===== src/rtl/fir_mac_pkg.sv =====
package fir_mac_pkg;
  typedef enum logic [1:0] {
    ST_IDLE  = 2'd0,
    ST_FETCH = 2'd1,
    ST_LOOP  = 2'd2
  } fir_state_e;
endpackage


===== src/rtl/fir_loop_ctl.sv =====
module fir_loop_ctl
  import fir_mac_pkg::*;
#(
  parameter int AW = 6
) (
  input  logic          clk,
  input  logic          rst_n,
  input  logic          start,
  input  logic [AW-1:0] taps,
  output logic          accept,
  output logic          rd_en,
  output logic          mac_en,
  output logic          busy,
  output logic          done
);
  fir_state_e    st;
  logic [AW-1:0] cnt;
  logic          last;

  assign accept = start && (st == ST_IDLE) && (taps != '0);
  assign last   = (st == ST_LOOP) && (cnt == AW'(1));
  assign rd_en  = (st == ST_FETCH) || ((st == ST_LOOP) && (cnt > AW'(1)));
  assign mac_en = (st == ST_LOOP);
  assign busy   = (st != ST_IDLE);

  always_ff @(posedge clk or negedge rst_n) begin
    if (!rst_n) begin
      st   <= ST_IDLE;
      cnt  <= '0;
      done <= 1'b0;
    end else begin
      done <= last;
      unique case (st)
        ST_IDLE: if (accept) begin
          st  <= ST_FETCH;
          cnt <= taps;
        end
        ST_FETCH: st <= ST_LOOP;
        ST_LOOP: begin
          cnt <= cnt - AW'(1);
          if (last) st <= ST_IDLE;
        end
        default: st <= ST_IDLE;
      endcase
    end
  end


  busy_start_ignored_chk: assert property (@(posedge clk) disable iff (!rst_n)
    (st == ST_LOOP && cnt > AW'(1)) |=> (st == ST_LOOP && cnt == $past(cnt) - AW'(1)));


  zero_taps_ignored_chk: assert property (@(posedge clk) disable iff (!rst_n)
    (start && taps == '0 && st == ST_IDLE) |=> (st == ST_IDLE));
endmodule


===== src/rtl/fir_agu.sv =====
module fir_agu #(
  parameter int AW = 6
) (
  input  logic          clk,
  input  logic          rst_n,
  input  logic          load,
  input  logic [AW-1:0] taps,
  input  logic          step,
  output logic [AW-1:0] coef_addr,
  output logic [AW-1:0] samp_addr
);
  always_ff @(posedge clk or negedge rst_n) begin
    if (!rst_n) begin
      coef_addr <= '0;
      samp_addr <= '0;
    end else if (load) begin
      coef_addr <= '0;
      samp_addr <= taps - AW'(1);
    end else if (step) begin
      coef_addr <= coef_addr + AW'(1);
      samp_addr <= samp_addr - AW'(1);
    end
  end


  coef_up_chk: assert property (@(posedge clk) disable iff (!rst_n)
    (step && $past(step)) |-> (coef_addr == $past(coef_addr) + AW'(1)));


  samp_down_chk: assert property (@(posedge clk) disable iff (!rst_n)
    (step && $past(step)) |-> (samp_addr == $past(samp_addr) - AW'(1)));
endmodule


===== src/rtl/fir_mac_dp.sv =====
module fir_mac_dp #(
  parameter int DW   = 16,
  parameter int ACCW = 40
) (
  input  logic                   clk,
  input  logic                   rst_n,
  input  logic                   clr,
  input  logic                   en,
  input  logic signed [DW-1:0]   op_a,
  input  logic signed [DW-1:0]   op_b,
  output logic signed [ACCW-1:0] acc
);
  localparam int PW = 2 * DW;

  logic signed [PW-1:0] prod;

  assign prod = op_a * op_b;

  always_ff @(posedge clk or negedge rst_n) begin
    if (!rst_n)   acc <= '0;
    else if (clr) acc <= '0;
    else if (en)  acc <= acc + ACCW'(prod);
  end


  acc_hold_chk: assert property (@(posedge clk) disable iff (!rst_n)
    (!clr && !en) |=> $stable(acc));
endmodule


===== src/rtl/fir_mac_engine.sv =====
module fir_mac_engine #(
  parameter int DW   = 16,
  parameter int AW   = 6,
  parameter int ACCW = 40
) (
  input  logic                   clk,
  input  logic                   rst_n,
  input  logic                   start,
  input  logic [AW-1:0]          taps,
  output logic                   busy,
  output logic                   done,
  output logic                   coef_rd_en,
  output logic [AW-1:0]          coef_addr,
  input  logic signed [DW-1:0]   coef_rd_data,
  output logic                   samp_rd_en,
  output logic [AW-1:0]          samp_addr,
  input  logic signed [DW-1:0]   samp_rd_data,
  output logic signed [ACCW-1:0] result
);
  logic accept;
  logic rd_en;
  logic mac_en;

  fir_loop_ctl #(.AW(AW)) ctl_i (
    .clk    (clk),
    .rst_n  (rst_n),
    .start  (start),
    .taps   (taps),
    .accept (accept),
    .rd_en  (rd_en),
    .mac_en (mac_en),
    .busy   (busy),
    .done   (done)
  );

  fir_agu #(.AW(AW)) agu_i (
    .clk       (clk),
    .rst_n     (rst_n),
    .load      (accept),
    .taps      (taps),
    .step      (rd_en),
    .coef_addr (coef_addr),
    .samp_addr (samp_addr)
  );

  fir_mac_dp #(.DW(DW), .ACCW(ACCW)) dp_i (
    .clk   (clk),
    .rst_n (rst_n),
    .clr   (accept),
    .en    (mac_en),
    .op_a  (coef_rd_data),
    .op_b  (samp_rd_data),
    .acc   (result)
  );

  assign coef_rd_en = rd_en;
  assign samp_rd_en = rd_en;


  acc_cleared_chk: assert property (@(posedge clk) disable iff (!rst_n)
    $rose(busy) |-> (result == '0));


  done_pulse_chk: assert property (@(posedge clk) disable iff (!rst_n)
    done |=> !done);


  done_idle_chk: assert property (@(posedge clk) disable iff (!rst_n)
    done |-> !busy);


  result_stable_chk: assert property (@(posedge clk) disable iff (!rst_n)
    (!busy && !start) |=> $stable(result));
endmodule


===== config.mk =====
export PLATFORM = sky130hd
export DESIGN_NAME = fir_mac_engine
export DESIGN_NICKNAME = d
export VERILOG_FILES = /design/src/rtl/fir_mac_pkg.sv /design/src/rtl/fir_loop_ctl.sv /design/src/rtl/fir_agu.sv /design/src/rtl/fir_mac_dp.sv /design/src/rtl/fir_mac_engine.sv
export SDC_FILE = /design/constraint.sdc
export NUM_CORES = 1
export LEC_CHECK = 0
export BUFFER_PORTS_ARGS = -buffer_cell sky130_fd_sc_hd__buf_2
export CAP_MARGIN = 20
export CORE_ASPECT_RATIO = 1.2
export CORE_UTILIZATION = 64
export CTS_CLUSTER_SIZE = 30
export DETAILED_ROUTE_END_ITERATION = 10
export PLACE_DENSITY_LB_ADDON = 0.1
export RECOVER_POWER = 25
export SYNTH_ARGS = -nofsm -noshare
export SYNTH_HDL_FRONTEND = slang
export SYNTH_SLANG_ARGS = --single-unit

===== constraint.sdc =====
create_clock -name clk -period 7 [get_ports clk]
set_clock_uncertainty 0.1 [all_clocks]
set_input_delay 0 -clock clk [delete_from_list [all_inputs] [get_ports clk]]
set_output_delay 0 -clock clk [all_outputs]
set_load 0.05 [all_outputs]

; Word level (Yosys, flattened, before mapping)
; Cells that the tools add are included.
[totals]
ff_bits = 61
word_cells = 42
[classes]
addsub = 5
mul = 1
n_lt_le_gt_ge = 1
eq_ne = 5
mux = 11
reduce_logical = 13
[ops]
columns = cell, n
row1 = 40-bit 2-to-1 mux, 2
row2 = 40-bit by 32-bit adder with 40-bit output, 1
row3 = 16-bit by 16-bit multiplier with 32-bit output, 1
row4 = 6-bit 2-to-1 mux, 5
row5 = 6-bit by 1-bit subtractor with 6-bit output (second input constant), 3
row6 = 6-bit one-hot mux with 2 select lines, 1
row7 = 2-bit nonzero test, 4
row8 = 6-bit by 1-bit adder with 6-bit output (second input constant), 1
row9 = 6-bit by 1-bit == test with 1-bit output (second input constant), 1
row10 = 6-bit by 1-bit greater-than comparator with 1-bit output (second input constant), 1
row11 = 2-bit one-hot mux with 3 select lines, 1
row12 = 6-bit nonzero test, 1
row13 = 1-bit logical AND, 4
row14 = 2-bit 2-to-1 mux, 2
row15 = 2-bit != test (second input constant), 2
row16 = 2-bit AND reduction, 2
row17 = 2-bit by 1-bit == test with 1-bit output (second input constant), 1
row18 = 2-bit == test (second input constant), 1
row19 = 2-bit zero test, 1
row20 = 1-bit logical OR, 1

; Logic depth before layout (Yosys ltp)
; Gate-level depths: netlist of the first run.
[logic_depth]
ltp_word = 5
mapped_depth = 24

; Cells and area by module
; A second synthesis of the first run with hierarchy kept.
[hier_totals]
hier_cells = 1631
hier_area_um2 = 15259.6
[modules_own_cells]
columns = module, instances, cells_each, area_per_inst_um2, seq_area_each_um2
row1 = fir_mac_dp, 1, 1496, 13970.9, 1001.0
row2 = fir_agu, 1, 71, 719.4, 300.3
row3 = fir_loop_ctl, 1, 63, 561.8, 225.2
row4 = fir_mac_engine, 1, 1, 7.5, 0.0

; Worst setup path after synthesis of the first run
; OpenSTA, ideal clock, no wires.
[synth_path]
kind = in2reg
start = input port samp_rd_data[1]
end = register dp_i.acc[34]
setup_ns = 0.070
arrival_time_ns = 5.816
slack_ns = 1.014
cell_stages = 23
n_path_buf = 1
path_cell_list = clkbuf_1 nand2_1 inv_1 fa_1 fa_1 inv_1 fa_1 inv_1 fa_1 fa_1 inv_1 fa_1 inv_1 ha_1 a21oi_1 nor2_1 a2111oi_1 nand2_1 a21oi_2 or2_1 o21ai_1 or4b_1 nand3_1
[synth_between]
elab_chain_len = 4
[synth_rtl]
columns = item, line_no
row1 = start: declaration, fir_mac_engine.sv:17  ; input logic signed [DW-1:0] samp_rd_data,
row2 = 16-bit by 16-bit multiplier with 32-bit output, fir_mac_dp.sv:17  ; assign prod = op_a * op_b;
row3 = 40-bit by 32-bit adder with 40-bit output, fir_mac_dp.sv:22  ; else if (en) acc <= acc + ACCW'(prod);
row4 = 40-bit 2-to-1 mux, fir_mac_dp.sv:22
row5 = 40-bit 2-to-1 mux, fir_mac_dp.sv:21  ; else if (clr) acc <= '0;
row6 = end signal: assignment, fir_mac_dp.sv:22
row7 = end: declaration, fir_mac_dp.sv:11  ; output logic signed [ACCW-1:0] acc
; No other way between the ends. The select of a mux whose other input is x is not followed.
; A chain may end at the register's enable or synchronous reset.

; Worst setup path after layout of the first run
; Same ends and word-level chain as after synthesis.

==> flow_summary.toml, run 1 <==
[placement]
pre_cts_slack_ps = 402
port_buffers = 96
place_congestion = 0.881
post-dp-hpwl_um = 28200

[logic_synthesis]
syn_area_um2 = 15000
synth_edf_count = 0
ys_ff_latch = 61
synth_area_leaders = "fa_1, inv_1, dfrtp_1"
synth_top_flop_cell = "dfrtp_1"
yosys.area.top_type_share_pct = 44.1
async_flop_share_pct = 100
synth_top_area_cell = "fa_1"
synth_nets = 2115
synth.yosys.seq_area_share_pct = 10.2
yosysWarningCount = 0
syn_area_per_cell_um2 = 9.22
synthCells = 1625
ys_types = 64

[critical_path]
worst_setup_path_start_kind = "input port"
cp_data_required_time_ps = 7180
worst-setup-path-type = "input port to flip-flop"
ff2ff_path_depth = 19
reg2reg_to = "dp_i.acc[39]"
end_kind = "flip-flop"
r2r_slack_ps = 1410
crit_arrival_ps = 6390
reg2reg_from = "dp_i.acc[15]"
crit_fanout = 16

[floorplan]
fp.dieW_um = 142
die_h_um = 170
io_pins = 97
design.die.area_um2 = 24000
rows = 60
start_util_pct = 66.1
core-area_um2 = 22700

[worst_hold_path]
hold_path.class = "input port to flip-flop"
hold-path-endpoint = "ctl_i.st[0]"
hold_depth = 3
hp-start = "start"

[status]
violations = "capacitance limit, slew limit"
status = "finished, violations left"

[timing]
fin_crit_ps = 6200
fmax_mhz = 161
tns_ps = 0
period_share_pct = 88.6
fin_ws_ps = 797
grt_setup_unrepaired = "no"
setup_viol = 0
maxSlewHeadroom_pct = -125
tightest_slew_ps = 3380
hold_viol_final = 0
slew_viol_final = 62

[layout]
num_antenna_cells = 0
final.fill_count = 1807
final_cell_mix = "inv_1, fa_1, nand2_1"
drive_gt1_share_pct = 6.48
fin_nets = 2183
area_delta_synth_final_pct = 7.05
final_common_cell = "inv_1"

[run]
maxCapViolCount = 1

[clock_network]
clk_path_buf_depth = 2
clock_latency_ps = 340
numClockSinks = 61
numCtsBuffers = 9
post_cts_buffers = 0
clockRootBuffer = "clkbuf_16"
tritoncts = "done"
clkTransAtPathRegs_ps = 60
cts_resized = 0
h-tree-depth = 3

[global_route]
top_usage_layer = "met2"
grt_pass1_vias = 11600
grt_util_met1_pct = 42.8
grtUsageTotal_pct = 31.1
antenna_found_initial = 0
use_met3_pct = 3.70
use_met2_pct = 52.3
grt_max_degree = 62
grt_overflow = 0
grt_pass1_wl_um = 58000

[drt]
drt-vias-per-instance = 5.44
drt_iter0_markers = 674
drt_pass1_iterations = 5
ant_nets = 0
wirelength_um = 33600
vias = 10900
wl_per_cell_um = 16.7
drc = 0
==> sequential cells by signal, indices dropped and copies added, names as in the netlist <==
register and count:
agu_i.coef_addr 6, agu_i.samp_addr 6, ctl_i.cnt 6, ctl_i.done 1, ctl_i.st 2, dp_i.acc 40
==> how the worst max path moves through the flow <==
stage | start | slack [ps] | endpoint
after floorplan | samp_rd_data[1] | 1010 | dp_i.acc[34]
after global placement | samp_rd_data[1] | 620 | dp_i.acc[34]
after detailed placement | samp_rd_data[1] | 400 | dp_i.acc[34]
after CTS | samp_rd_data[1] | 770 | dp_i.acc[34]
after global routing | samp_rd_data[1] | 460 | dp_i.acc[34]
final | samp_rd_data[1] | 800 | dp_i.acc[34]
==> final cells by class <==
| cell class | instances | area, um2 | share of cell area, % |
|---|---|---|---|
| repair buffers | 112 | 594 | 3.70 |
| flip-flops and latches | 61 | 1530 | 9.51 |
| well taps | 310 | 388 | 2.42 |
| inverters | 418 | 1570 | 9.78 |
| clock inverters | 7 | 62.6 | 0.390 |
| clock buffers | 9 | 225 | 1.40 |
| multi-input cells | 1091 | 11700 | 72.8 |
==> repair_timing <==
action,in CTS,in global routing
hold buffers,7,0
endpoints found under the hold margin,70,0
endpoints found under the setup margin,0,0
==> metrics by stage <==
step	hold WS (ps)	cells	instance area, um2	utilization [%]
after global placement	127	1983	15700	69.2
after detailed placement	130	1984	15700	69.3
after global routing	34.0	2008	16000	70.8
after CTS	7.36	2007	16100	70.8
final	18.8	2008	16000	70.8
after floorplan	-396	1625	15000	-
==> Yosys cell counts (8+ instances only) <==
master,number
nand2_1,195
clkbuf_1,42
xnor2_1,34
nand3_1,32
and2_1,114
o211ai_1,8
inv_1,417
ha_1,119
nor3_1,9
o21ai_0,29
dfrtp_1,61
xor2_1,15
a21o_1,11
fa_1,330
nor2_1,35
a21oi_1,35
o21ai_1,34
==> critical path, stage by stage <==
cell and delay, ps:
buf_2 200, nand2_1 180, inv_1 80, fa_1 750, fa_1 450, inv_1 330
fa_1 480, inv_1 100, fa_1 410, fa_1 500, inv_1 50, fa_1 480
inv_1 40, ha_1 320, a21oi_1 310, nor2_1 90, a2111oi_1 480, nand2_1 130
a21oi_2 170, or2_1 170, o21ai_1 80, or4b_1 480, nand3_1 90
==> metal layers <==
metal,vias up,share of wire (%)
li1,4995,-
met1,5554,43
met2,336,50
met3,48,5.2
met4,0,2.2
met5,-,0
==> kinds of logic after synthesis <==
kind of cell	synth area share (%)
buf+inv	11.9
mux	0.200
compound gates	6.98
fa+ha+maj	54.0
flops	10.2
xor+xnor	2.86
simple gates	13.8
Power of run 1 is not shown: default switching activity piles up to over one toggle a cycle in this logic, so the estimate is an artifact.
==> inputs of run 2 (changes only) <==
--- a/config.mk
+++ b/config.mk
@@ -8,11 +8,12 @@
 export BUFFER_PORTS_ARGS = -buffer_cell sky130_fd_sc_hd__buf_2
 export CAP_MARGIN = 20
 export CORE_ASPECT_RATIO = 1.2
-export CORE_UTILIZATION = 64
+export CORE_UTILIZATION = 62
 export CTS_CLUSTER_SIZE = 30
 export DETAILED_ROUTE_END_ITERATION = 10
 export PLACE_DENSITY_LB_ADDON = 0.1
 export RECOVER_POWER = 25
+export SKIP_CTS_REPAIR_TIMING = 1
 export SYNTH_ARGS = -nofsm -noshare
 export SYNTH_HDL_FRONTEND = slang
 export SYNTH_SLANG_ARGS = --single-unit
==> flow_summary.toml, run 2 (same netlist as run 1, synthesis figures left out) <==
[placement]
post-dp-hpwl_um = 28400
port_buffers = 96
place_congestion = 0.939
placed_cell_area_um2 = 15700

[critical_path]
crit_arrival_ps = 6380
path_common_cell = "fa_1"
path_cells = "buf_2, nand2_1, inv_1, fa_1, fa_1, inv_1, fa_1, fa_1, inv_1, fa_1, inv_1, fa_1, inv_1, ha_1, nand2_1, nor2_1, a2111oi_1, nand2_1, a21oi_2, or2_1, o21ai_1, or4b_1, nand3_1"
crit_fanout = 16
slowest_delay_ps = 760
critical_path.top_delay_family = "adder cells"
worst-setup-path-type = "input port to flip-flop"
crit_start = "coef_rd_data[15]"
worst_setup_path_start_kind = "input port"
reg2reg_from = "dp_i.acc[15]"
cp_data_required_time_ps = 7180
end_kind = "flip-flop"
crit_buf_inv = 6
slowest_stage = "fa_1"

[timing]
grt_setup_unrepaired = "no"
setup_viol = 0
fmax_mhz = 161
fin_crit_ps = 6200
hold_viol_final = 0
tns_ps = 0
tightest_slew_ps = 3360
slew_viol_final = 62
period_share_pct = 88.6
maxSlewHeadroom_pct = -124

[layout]
num_antenna_cells = 0
fin_nets = 2182
final.fill_count = 1907
fin_area_um2 = 16000
top_register = "dp_i.acc"
drive_gt1_share_pct = 5.95
area_delta_synth_final_pct = 6.90
final_common_cell = "inv_1"
final_cell_mix = "inv_1, fa_1, nand2_1"
largest_register_ff_count = 40

[status]
violations = "capacitance limit, slew limit"
status = "finished, violations left"

[clock_network]
clockRootBuffer = "clkbuf_16"
clkTransAtPathRegs_ps = 60
numClockSinks = 61
h-tree-depth = 3
tritoncts = "done"
numCtsBuffers = 9
clock_latency_ps = 340
clk_path_buf_depth = 2

[global_route]
grt_max_degree = 62
grtUsageTotal_pct = 30.1
grt_pass1_wl_um = 57100
antenna_found_initial = 0
grt_pass1_vias = 11500
grt_overflow = 0

[run]
maxCapViolCount = 1

[drt]
ant_nets = 0
wl_per_cell_um = 16.8
drt-vias-per-instance = 5.37
wirelength_um = 33800
drt_pass1_iterations = 5
drc = 0
vias = 10800
drt_iter0_markers = 594

[floorplan]
io_pins = 97
design.die.area_um2 = 24800
start_util_pct = 64.0
die_h_um = 172
rows = 61
core-area_um2 = 23400
fp.dieW_um = 144

[worst_hold_path]
hold_path.class = "input port to flip-flop"
hp-start = "taps[3]"
==> run 2: tightest hold or removal path: stages <==
cell and delay, ps:
buf_2 110, nand3_1 180, o21ai_1 110
==> run 2: final timing paths <==
check	end	slack (ps)	cells after the start
min in group asynchronous	agu_i.coef_addr[1]	1320	3
setup reg to reg	dp_i.acc[39]	1430	19
setup / recovery	dp_i.acc[34]	800	23
max in group asynchronous	dp_i.acc[36]	3580	3
hold / removal	ctl_i.cnt[3]	10	3
hold reg to reg	dp_i.acc[15]	420	2
==> run 2: final cells by class <==
| class | instances | area (um2) | area share (%) |
|---|---|---|---|
| clock buffers | 9 | 225 | 1.41 |
| clock inverters | 7 | 62.6 | 0.391 |
| inverters | 418 | 1570 | 9.79 |
| multi-input cells | 1091 | 11700 | 72.9 |
| flip-flops and latches | 61 | 1530 | 9.53 |
| well taps | 315 | 394 | 2.46 |
| repair buffers | 111 | 566 | 3.53 |
==> run 2: metrics by stage <==
| step | std cells | utilization [%] | hold WS [ps] | setup slack [ps] |
|---|---|---|---|---|
| finish | 2012 | 68.4 | 10.7 | 798 |
| global route | 2012 | 68.4 | 8.03 | 413 |
| CTS | 2005 | 68.3 | -230 | 791 |
| detailed placement | 1989 | 67.0 | 132 | 427 |
| global placement | 1989 | 67.0 | 129 | 621 |
| floorplan | 1625 | - | -396 | 1010 |
==> run 2: metal layers <==
metal / wire length, um / GRT usage [%] / share of wire, %
met3: 1610 / 3.82 / 4.8
met1: 14700 / 41.3 / 44
met2: 16600 / 50.4 / 49
met4: 821 / 8.37 / 2.4
met5: 0 / 0 / 0
Power of run 2 is left out for the same reason.
==> inputs of run 3 (changes only) <==
--- a/config.mk
+++ b/config.mk
@@ -11,9 +11,11 @@
 export CORE_UTILIZATION = 62
 export CTS_CLUSTER_SIZE = 30
 export DETAILED_ROUTE_END_ITERATION = 10
-export PLACE_DENSITY_LB_ADDON = 0.1
+export PLACE_DENSITY = 0.9
 export RECOVER_POWER = 25
+export REMOVE_ABC_BUFFERS = 1
 export SKIP_CTS_REPAIR_TIMING = 1
 export SYNTH_ARGS = -nofsm -noshare
 export SYNTH_HDL_FRONTEND = slang
+export SYNTH_HIERARCHICAL = 1
 export SYNTH_SLANG_ARGS = --single-unit
==> flow_summary.toml, run 3 <==
[placement]
post-dp-hpwl_um = 29700
place_congestion = 0.899
port_buffers = 96

[logic_synthesis]
syn_area_um2 = 15300
async_flop_share_pct = 100
synthCells = 1631
synth_top_area_cell = "fa_1"
yosys.cell_count.top_type = "inv_1"
synth_top_flop_cell = "dfrtp_1"
synthTopCellsByCount = "inv_1, fa_1, nand2_1, ha_1, and2_1"
ys_types = 70
syn_area_per_cell_um2 = 9.36
yosys.area.top_type_share_pct = 43.3
ys_ff_latch = 61
synth_edf_count = 0
synth.yosys.seq_area_share_pct = 10.0
synth_area_leaders = "fa_1, inv_1, dfrtp_1"
yosysWarningCount = 6

[global_route]
grtUsageTotal_pct = 30.3
grt_overflow = 0
grt_max_degree = 62
antenna_found_initial = 0
grt_pass1_vias = 12700
grt_pass1_wl_um = 60800

[layout]
top_register = "dp_i/acc"
final_common_cell = "inv_1"
finish.utilization_pct = 68.0
final_cell_mix = "inv_1, fa_1, nand2_1"
largest_register_ff_count = 40
area_delta_synth_final_pct = 7.22
drive_gt1_share_pct = 6.20
fin_nets = 2194
num_antenna_cells = 0

[clock_network]
clockRootBuffer = "clkbuf_16"
clk_path_buf_depth = 2
numClockSinks = 61
clkTransAtPathRegs_ps = 50
tritoncts = "done"
numCtsBuffers = 9
clock_latency_ps = 330
h-tree-depth = 3

[timing]
period_share_pct = 91.1
setup_viol = 0
hold_viol_final = 1
slew_viol_final = 62
grt_setup_unrepaired = "no"
fin_crit_ps = 6380
tns_ps = 0
holdWs_ps = -10.1
tightest_slew_ps = 3430
fmax_mhz = 157
maxSlewHeadroom_pct = -129

[floorplan]
die_h_um = 174
design.die.area_um2 = 25200
io_pins = 97
start_util_pct = 63.5
rows = 62
fp.dieW_um = 145
core-area_um2 = 24000

[critical_path]
crit_arrival_ps = 6490
end_kind = "flip-flop"
reg2reg_from = "dp_i/acc[15]"
worst_setup_path_start_kind = "input port"
ff2ff_path_depth = 19
r2r_slack_ps = 1380
reg2reg_to = "dp_i/acc[32]"
crit_start = "coef_rd_data[15]"
worst-setup-path-type = "input port to flip-flop"
crit_fanout = 16
cp_data_required_time_ps = 7110

[worst_hold_path]
hold-path-endpoint = "ctl_i/st[0]"
hp-start = "taps[3]"
hold_path.class = "input port to flip-flop"
hold_depth = 3

[drt]
wl_per_cell_um = 17.8
drc = 0
wirelength_um = 36100
drt-vias-per-instance = 5.66
vias = 11500
drt_iter0_markers = 836
ant_nets = 0
drt_pass1_iterations = 7

[run]
maxCapViolCount = 1

[status]
violations = "hold timing, capacitance limit, slew limit"
status = "finished, violations left"
-- run 3: cell types whose count changed after synthesis, moves of 6 or more --
cell	previous run	this run
o21ai_1	34	4
mux2i_1	3	30
xnor2_1	34	25
nor2_1	35	73
nand3_1	32	7
nor3_1	9	18
a21o_1	11	18
o21ai_0	29	20
buf_2	7	1
xor2_1	15	21
a21oi_1	35	45
nand2_1	195	172
-- run 3: kinds of logic (layout without fill, tap and decap cells) --
group | count (synthesis) | count (layout) | synth area share (%)
AOI/OAI and AO/OA | 147 | 147 | 6.76
xor gates and xnor gates | 46 | 46 | 2.64
adders and majority gates | 449 | 449 | 53.1
buffers and inverters | 469 | 547 | 11.7
DFF | 61 | 61 | 10.0
muxes | 31 | 31 | 2.04
and+or+nand+nor | 428 | 428 | 13.8
-- run 3: layer usage --
metal	global-route usage [%]	part of all wire, %	wire, um	up-vias
li1	-	-	-	5035
met1	36.7	38	13600	5843
met2	54.3	52	18800	483
met3	3.95	6.0	2180	121
met4	13.3	4.1	1500	0
met5	0	0	0	-
-- run 3: worst max-delay path by stage --
| stage | end | cells past startpoint | slack [ps] |
|---|---|---|---|
| 2_1_floorplan | dp_i/acc[39] | 21 | 1140 |
| 3_3_place_gp | dp_i/acc[39] | 22 | 630 |
| 3_5_place_dp | dp_i/acc[39] | 22 | 280 |
| 4_1_cts | dp_i/acc[39] | 22 | 640 |
| 5_1_grt | dp_i/acc[39] | 22 | 320 |
| 6_report | dp_i/acc[39] | 22 | 620 |
-- run 3: area by class of cell --
| class | count | area [um2] |
|---|---|---|
| clock buffers | 12 | 246 |
| clock inverters | 4 | 95.1 |
| fillers | 1772 | 7690 |
| inverters | 421 | 1580 |
| multi-input cells | 1101 | 11900 |
| flip-flops and latches | 61 | 1530 |
| well taps | 320 | 400 |
| repair buffers | 110 | 564 |
-- run 3: metrics by stage --
stage,instances,setup WS [ps],area [um2],hold WS [ps]
2_1_floorplan,1583,1140,15100,-396
3_3_place_gp,2008,629,16000,126
3_5_place_dp,2008,282,16000,130
4_1_cts,2024,640,16300,-224
5_1_grt,2029,324,16400,11.1
6_report,2029,622,16400,-10.1
-- run 3: worst max-delay path: stages --
cell,delay (ps)
buf_2,330
nand2_1,220
inv_1,130
fa_1,540
fa_1,470
inv_1,360
fa_1,610
fa_1,540
inv_1,50
fa_1,480
inv_1,50
fa_1,470
inv_1,40
ha_1,370
nand4_1,150
nor3_1,390
nor2b_1,260
a31oi_1,70
o211ai_1,240
a21oi_1,110
nor3b_1,230
mux2_2,360
Power of run 3 is left out for the same reason.
